`config.mk`:
```
export PLATFORM = sky130hd
export DESIGN_NAME = le_chain
export DESIGN_NICKNAME = d
export VERILOG_FILES = /design/src/rtl/le2_pkg.sv /design/src/rtl/le_frac_lut.sv /design/src/rtl/le_skip_add2.sv /design/src/rtl/le_cell.sv /design/src/rtl/le_chain.sv
export SDC_FILE = /design/constraint.sdc
export NUM_CORES = 1
export LEC_CHECK = 0
export ABC_AREA = 1
export CAP_MARGIN = 20
export CORE_UTILIZATION = 60
export DETAILED_ROUTE_END_ITERATION = 6
export DONT_BUFFER_PORTS = 1
export PLACE_DENSITY = 0.83
export REMOVE_ABC_BUFFERS = 1
export SLEW_MARGIN = 20
export SYNTH_ARGS = -nofsm -noshare
export SYNTH_HDL_FRONTEND = slang
export SYNTH_SLANG_ARGS = --single-unit
export TNS_END_PERCENT = 10
```
`constraint.sdc`:
```
create_clock -name clk -period 10.7 [get_ports clk]
set_input_delay 0.535 -clock clk [delete_from_list [all_inputs] [get_ports clk]]
set_output_delay 0.535 -clock clk [all_outputs]
set_load 0.03 [all_outputs]
```
`src/rtl/le2_pkg.sv`:
```
package le2_pkg;
  localparam int TBL_BITS = 16;
  localparam int TBLS     = 4;
  localparam int XW       = 6;
  localparam int CFGW     = TBLS * TBL_BITS;

  // read one 16-entry table at a 4-bit address
  function automatic logic lut4_read(input logic [TBL_BITS-1:0] word,
                                     input logic [3:0] addr);
    return word[addr];
  endfunction

  // carry of one full-adder position given generate/propagate
  function automatic logic gp_carry(input logic g, input logic p, input logic c);
    return g | (p & c);
  endfunction
endpackage

```
`src/rtl/le_frac_lut.sv`:
```
module le_frac_lut
  import le2_pkg::*;
(
  input  logic [CFGW-1:0] cfg,
  input  logic [XW-1:0]   x,
  output logic [TBLS-1:0] tout,
  output logic            f6
);
  for (genvar k = 0; k < TBLS; k++) begin : g_tbl
    assign tout[k] = lut4_read(cfg[k*TBL_BITS +: TBL_BITS], x[3:0]);
  end
  assign f6 = tout[x[5:4]];
endmodule

```
`src/rtl/le_skip_add2.sv`:
```
module le_skip_add2
  import le2_pkg::*;
(
  input  logic [1:0] a,
  input  logic [1:0] b,
  input  logic       ci,
  output logic [1:0] s,
  output logic       co,
  output logic       skip
);
  logic [1:0] p, g;
  logic       c_mid, c_rip;

  assign p     = a ^ b;
  assign g     = a & b;
  assign c_mid = gp_carry(g[0], p[0], ci);
  assign c_rip = gp_carry(g[1], p[1], c_mid);
  assign skip  = &p;
  assign co    = skip ? ci : c_rip;
  assign s     = p ^ {c_mid, ci};
endmodule

```
`src/rtl/le_cell.sv`:
```
module le_cell
  import le2_pkg::*;
(
  input  logic [CFGW-1:0] cfg,
  input  logic            arith,
  input  logic [XW-1:0]   x,
  input  logic            ci,
  output logic [1:0]      r,
  output logic            co,
  output logic            skip,
  output logic [1:0]      op_a,
  output logic [1:0]      op_b
);
  logic [TBLS-1:0] tout;
  logic            f6;
  logic [1:0]      s;
  logic            co_add;

  le_frac_lut u_lut (.cfg(cfg), .x(x), .tout(tout), .f6(f6));

  assign op_a = {tout[2], tout[0]};
  assign op_b = {tout[3], tout[1]};

  le_skip_add2 u_add (.a(op_a), .b(op_b), .ci(ci), .s(s), .co(co_add), .skip(skip));

  assign r  = arith ? s : {tout[0], f6};
  assign co = arith & co_add;
endmodule

```
`src/rtl/le_chain.sv`:
```
module le_chain
  import le2_pkg::*;
#(
  parameter int N    = 4,
  parameter int W    = 2 * N,
  parameter int SELW = (N > 1) ? $clog2(N) : 1
) (
  input  logic              clk,
  input  logic              rst_n,
  input  logic              cfg_we,
  input  logic [SELW-1:0]   cfg_sel,
  input  logic [CFGW-1:0]   cfg_tables,
  input  logic              cfg_arith,
  input  logic [XW*N-1:0]   lut_x,
  input  logic              cin,
  output logic [W-1:0]      res,
  output logic              carry_out
);
  logic [CFGW-1:0] cfg_q [N];
  logic [N-1:0]    arith_vec;
  logic [N:0]      chain;
  logic [N-1:0]    skip_vec;
  logic [W-1:0]    adda_vec, addb_vec;
  logic [N-1:0]    cin_vec, cout_vec;

  always_ff @(posedge clk) begin
    if (!rst_n) begin
      for (int e = 0; e < N; e++) cfg_q[e] <= '0;
      arith_vec <= '0;
    end else if (cfg_we) begin
      for (int e = 0; e < N; e++) begin
        if (cfg_sel == SELW'(e)) begin
          cfg_q[e]     <= cfg_tables;
          arith_vec[e] <= cfg_arith;
        end
      end
    end
  end

  assign chain[0] = cin;

  for (genvar e = 0; e < N; e++) begin : g_el
    le_cell u_cell (
      .cfg  (cfg_q[e]),
      .arith(arith_vec[e]),
      .x    (lut_x[e*XW +: XW]),
      .ci   (chain[e]),
      .r    (res[2*e +: 2]),
      .co   (chain[e+1]),
      .skip (skip_vec[e]),
      .op_a (adda_vec[2*e +: 2]),
      .op_b (addb_vec[2*e +: 2])
    );
  end

  assign cin_vec   = chain[N-1:0];
  assign cout_vec  = chain[N:1];
  assign carry_out = chain[N];
endmodule

```
==> flow_summary.json, run 1 <==
{
  "run_status": "complete, no violations",
  "rsz0062_at_grt": "false",
  "synth.distinct_cells": 26,
  "tns_ps": 0,
  "cp.arrival_ps": 6570,
  "initialDrtViolationCount": 1240,
  "finalWirelength_um": 33600,
  "async_reset_ff_share_pct": 0,
  "final_nets": 1504,
  "netlist_area_um2": 12900,
  "cts_buffers": 25,
  "seq_area_um2": 7770,
  "endpoint_kind": "primary output",
  "grt_pass1_vias": 9104,
  "cts.path.max_buffers": 3,
  "grt.total_usage_pct": 31.6,
  "cp_common_cell": "fa_1",
  "yosysMostFrequentCell": "nand2_1",
  "total_power_mw": 2.43,
  "antenna_cells": 0,
  "stdcell_area_um2": 13700,
  "grt.busiest_layer": "met2",
  "die_area_um2": 22100,
  "grt_antenna_before_repair": 0,
  "ys_seq_elements": 260,
  "cts_setup_buffers": 0,
  "start_util_pct": 61.3,
  "start_kind": "input port",
  "grt_max_degree": 66,
  "multi_input_area_um2": 3910,
  "ctsHoldBuffers": 0,
  "worst_slew_pin_slew_ps": 1000,
  "synth_top_cells_by_count": "388 x nand2_1, 288 x nor2_1, 256 x edfxtp_1",
  "finClkSkew_ps": 0,
  "use_met1_pct": 42.9,
  "synth_edf_count": 256,
  "place_congestion": 0.922,
  "p_leak_nw": 6.20,
  "coreArea_um2": 21000,
  "cts_resized": 0,
  "fin_crit_ps": 7110,
  "via_count": 9648,
  "placed_cells": 1641,
  "hp-class": "input port to flop",
  "wire_per_inst_um": 19.9,
  "instances_no_fill": 1687,
  "critPathKind": "input port to primary output",
  "drc": 0,
  "yosys_warnings": 0,
  "syn-mean-instance-area_um2": 9.03,
  "pin_count": 104,
  "dp_hpwl_um": 21400,
  "path_max_fanout": 21,
  "drive_gt1_share_pct": 4.96,
  "n_fill_cell": 1619,
  "use_met2_pct": 52.9,
  "overflow": 0,
  "finalHoldViolCount": 0,
  "setup_violations": 0,
  "vdd_ir_drop_max_mv": 0.119,
  "fin_crit_sh_pct": 66.4,
  "synth_top_cell_area_share_pct": 59.7,
  "ys_seq_area_share_pct": 60.3,
  "drv_cap": 0,
  "cp_slowest_cell": "a31oi_1",
  "root_buffer": "clkbuf_16",
  "dpl_cell_area_um2": 12800,
  "power-per-cell-area_nw_per_um2": 177,
  "vias_per_cell": 5.72,
  "cpPeakStageDelay_ps": 580,
  "syn_inst": 1427,
  "slew_violations": 0,
  "relSlewSlack_pct": 33.4,
  "final_antenna_net_count": 0,
  "insertion_delay_ps": 530,
  "rows": 53,
  "port_buffers": 0,
  "grt_pass1_wl_um": 51600,
  "grt_use_met3_pct": 4.69,
  "clk_pin_slew_ps": 60,
  "die_x_um": 149,
  "syn_to_final_growth_pct": 6.58,
  "cts_sinks": 260,
  "cp.required_ps": 10170,
  "final_util_pct": 65.3,
  "dieHeight_um": 149,
  "drt_pre_antenna_iters": 5,
  "htree_levels": 1,
  "fmax_ghz": 0.141,
  "yosys_most_used_dff": "edfxtp_1",
  "yosys-top-cells-area": "edfxtp_1 60%, nand2_1 11%, nor2_1 8.4%",
  "yosys.area.top_type": "edfxtp_1",
  "cts_tree": "done"
}
==> layout by cell type, fill, tap and decap left out <==
cell        instances
nand2_1           380
nor2_1            288
edfxtp_1          256
inv_1             192
nand3_1           158
clkbuf_16          25
o21ai_0            13
o211ai_1            9
nand2_2             8
fa_1                8
ha_1                8
buf_4               8
clkinv_2            7
bufinv_16           6
o21ai_1             5
nand3_2             5
inv_2               4
a21oi_1             4
nor3_1              4
o22ai_1             4
dfxtp_1             4
clkbuf_1            4
inv_6               3
a31oi_1             3
inv_4               1
a21o_1              1
or2_2               1
clkinv_1            1
clkinvlp_4          1
clkbuf_8            1
==> routing by layer <==
metal	vias to the layer above	wire [um]
met4	0	911
met5	-	0
met3	68	3850
met2	545	16400
li1	4463	-
met1	4572	12500
==> worst max-delay path, delay by kind of cell <==
family                   cells  cell delay (ps)
buffers and inverters        7              890
AND/OR/NAND/NOR              8              670
adder cells (fa/ha/maj)      8             3310
AO/OA/AOI/OAI                6             1180
==> per-stage QoR <==
stage | worst slack (ps) | hold WS [ps]
6_report | 3590 | 260
5_1_grt | 3160 | 270
4_1_cts | 3610 | 257
3_5_place_dp | 3600 | 560
3_3_place_gp | 3710 | 555
2_1_floorplan | 4260 | 503
==> cells by family (layout without fill, tap and decap cells) <==
family / Yosys count / in the layout / share of synthesized area, %
AO/OA/AOI/OAI: 39 / 39 / 1.78
adder cells (fa/ha/maj): 16 / 16 / 2.02
buffers and inverters: 268 / 253 / 9.51
flip-flops: 260 / 260 / 60.3
AND/OR/NAND/NOR: 844 / 844 / 26.4
==> layout make-up <==
class	count	share of cell area, %
clock buffer	30	4.76
timing repair buffer	8	0.437
multi-input combinational	899	28.5
clock inverter	16	1.71
sequential	260	56.6
inverter	199	5.53
tap	275	2.51
==> registers in the layout, indices dropped and copies added, names as in the netlist <==
register / cells
arith_vec: 4
cfg_q: 256
==> where the power goes <==
part | internal [mW] | switching (mW) | leakage (nW)
combinational | 0.0646 | 0.172 | 3.21
sequential | 1.20 | 0.0231 | 2.55
clock | 0.582 | 0.388 | 0.438
==> path summary, 6_finish.rpt <==
| path | depth (start not counted) | endpoint | slack, ps | from |
|---|---|---|---|---|
| max | 29 | res[7] | 3590 | lut_x[1] |
| min | 2 | cfg_q[2][31]$_SDFFCE_PN0P_ | 260 | cfg_tables[31] |
| max reg2reg | 2 | arith_vec[1]$_SDFFE_PN0P_ | 9990 | arith_vec[1]$_SDFFE_PN0P_ |
| min reg2reg | 2 | arith_vec[0]$_SDFFE_PN0P_ | 570 | arith_vec[0]$_SDFFE_PN0P_ |
(Power assumes the default switching activity.)
==> inputs of run 2 (changes only) <==
--- a/config.mk
+++ b/config.mk
@@ -7,7 +7,7 @@
 export LEC_CHECK = 0
 export ABC_AREA = 1
 export CAP_MARGIN = 20
-export CORE_UTILIZATION = 60
+export CORE_UTILIZATION = 58
 export DETAILED_ROUTE_END_ITERATION = 6
 export DONT_BUFFER_PORTS = 1
 export PLACE_DENSITY = 0.83
==> constraint.sdc (replaced) <==
create_clock -name clk -period 6.4 [get_ports clk]
set_input_delay 0.32 -clock clk [delete_from_list [all_inputs] [get_ports clk]]
set_output_delay 0.32 -clock clk [all_outputs]
set_load 0.03 [all_outputs]
==> flow_summary.json, run 2 (synthesis gave the netlist of run 1 again) <==
{
  "dieHeight_um": 151,
  "final_nets": 1510,
  "place_congestion": 0.887,
  "finClkSkew_ps": 0,
  "fin_crit_sh_pct": 95.5,
  "vdd_ir_drop_max_mv": 0.264,
  "violations": "design-rule violations",
  "cpPeakStageDelay_ps": 540,
  "hp-class": "input port to flop",
  "p_leak_nw": 6.17,
  "insertion_delay_ps": 520,
  "vias_per_cell": 5.75,
  "antenna_cells": 0,
  "cp_slowest_cell": "fa_1",
  "instances_no_fill": 1699,
  "setup_violations": 0,
  "drc": 1,
  "final_cell_mix": "379 x nand2_1, 288 x nor2_1, 256 x edfxtp_1, 188 x inv_1, 155 x nand3_1",
  "grt.total_usage_pct": 31.2,
  "largest_reg_flops": 256,
  "die_area_um2": 22800,
  "routed.top_layer": "met4",
  "finalWirelength_um": 34400,
  "die_x_um": 151,
  "initialDrtViolationCount": 1224,
  "final_antenna_net_count": 0,
  "tns_ps": 0,
  "cp.required_ps": 6080,
  "placed_cells": 1649,
  "cts.path.max_buffers": 3,
  "fin_crit_ps": 6110,
  "slew_violations": 0,
  "cts_tree": "done",
  "grt_max_degree": 66,
  "stdcell_area_um2": 13700,
  "fin_hold_ws_ps": 61.8,
  "grt_antenna_before_repair": 0,
  "root_buffer": "clkbuf_16",
  "endpoint_kind": "primary output",
  "dr_wl_met2_um": 16200,
  "drv_cap": 0,
  "clk_pin_slew_ps": 70,
  "n_fill_cell": 1763,
  "wire_per_inst_um": 20.2,
  "final_util_pct": 62.9,
  "dpl_cell_area_um2": 12900,
  "via_count": 9767,
  "pin_count": 104,
  "setup_ws_ps": 291,
  "coreArea_um2": 21800,
  "drt_pre_antenna_iters": 7,
  "worst_slew_pin_slew_ps": 972,
  "start_util_pct": 59.0,
  "wl_met1_um": 12400,
  "dp_hpwl_um": 22100,
  "finalHoldViolCount": 0,
  "top_register": "cfg_q",
  "drive_gt1_share_pct": 5.85,
  "layout_commonest_cell": "nand2_1",
  "path_max_fanout": 2,
  "fmax_ghz": 0.164,
  "total_power_mw": 3.91,
  "dr_wl_met3_um": 4110,
  "critPathKind": "flop to primary output",
  "start_kind": "flop",
  "ctsHoldBuffers": 0,
  "cts_sinks": 260,
  "reg_top3": "cfg_q (256), arith_vec (4)",
  "rows": 54,
  "pre_cts_ws_ps": 242,
  "syn_to_final_growth_pct": 6.56,
  "port_buffers": 0,
  "power-per-cell-area_nw_per_um2": 285,
  "cp.arrival_ps": 5790,
  "overflow": 0,
  "cts_buffers": 26,
  "htree_levels": 1,
  "run_status": "complete, but fails checks",
  "grt_pass1_vias": 9316,
  "grt_pass1_wl_um": 51900,
  "relSlewSlack_pct": 34.9
}
## run 2: cell count changes in the layout (fill, tap and decap cells not counted), moves of 5 or more
cell	before	now
buf_4	8	13
bufinv_16	6	1
clkbuf_1	4	9
fa_1	8	3
fa_2	0	5
## run 2: cell type report
cell class                      instances  area [um^2]  area share, %
Sequential cell                       260         7770           56.6
Multi-Input combinational cell        899         3950           28.8
Inverter                              199          759           5.53
Clock buffer                           38          737           5.37
Tap cell                              280          350           2.55
Timing Repair Buffer                   13         97.6          0.711
Clock inverter                         10         68.8          0.501
## run 2: power breakdown
part	total [mW]	internal, mW	switching [mW]
logic	0.410	0.114	0.297
registers	2.04	2.00	0.0367
clock network	1.47	0.835	0.631
## run 2: final timing paths
check	slack [ps]	to	start	depth (start not counted)
hold reg to reg	570	arith_vec[0]$_SDFFE_PN0P_	arith_vec[0]$_SDFFE_PN0P_	2
hold / removal	60	cfg_q[2][44]$_SDFFCE_PN0P_	cfg_tables[44]	2
setup reg to reg	5640	arith_vec[2]$_SDFFE_PN0P_	arith_vec[2]$_SDFFE_PN0P_	2
setup / recovery	290	res[7]	cfg_q[0][10]$_SDFFCE_PN0P_	30
## run 2: worst max-delay path, delay by kind of cell, from the launching register on
family | cells | cell delay, ps
adders and majority gates | 8 | 2930
DFF | 1 | 400
and+or+nand+nor | 10 | 770
buffers and inverters | 7 | 580
AOI/OAI and AO/OA | 5 | 580
## run 2: what timing repair did
| action | 4_1_cts | 5_1_grt |
|---|---|---|
| buffers inserted | 1 | 1 |
| gates resized for setup | 4 | 13 |
| pin swaps | 0 | 7 |
| endpoints found under the setup margin | 2 | 2 |
## run 2: per-layer routing
layer / track usage (%) / up-vias
met5: 0 / -
met4: 13.9 / 0
li1: - / 4470
met2: 50.9 / 607
met1: 40.5 / 4577
met3: 6.27 / 113
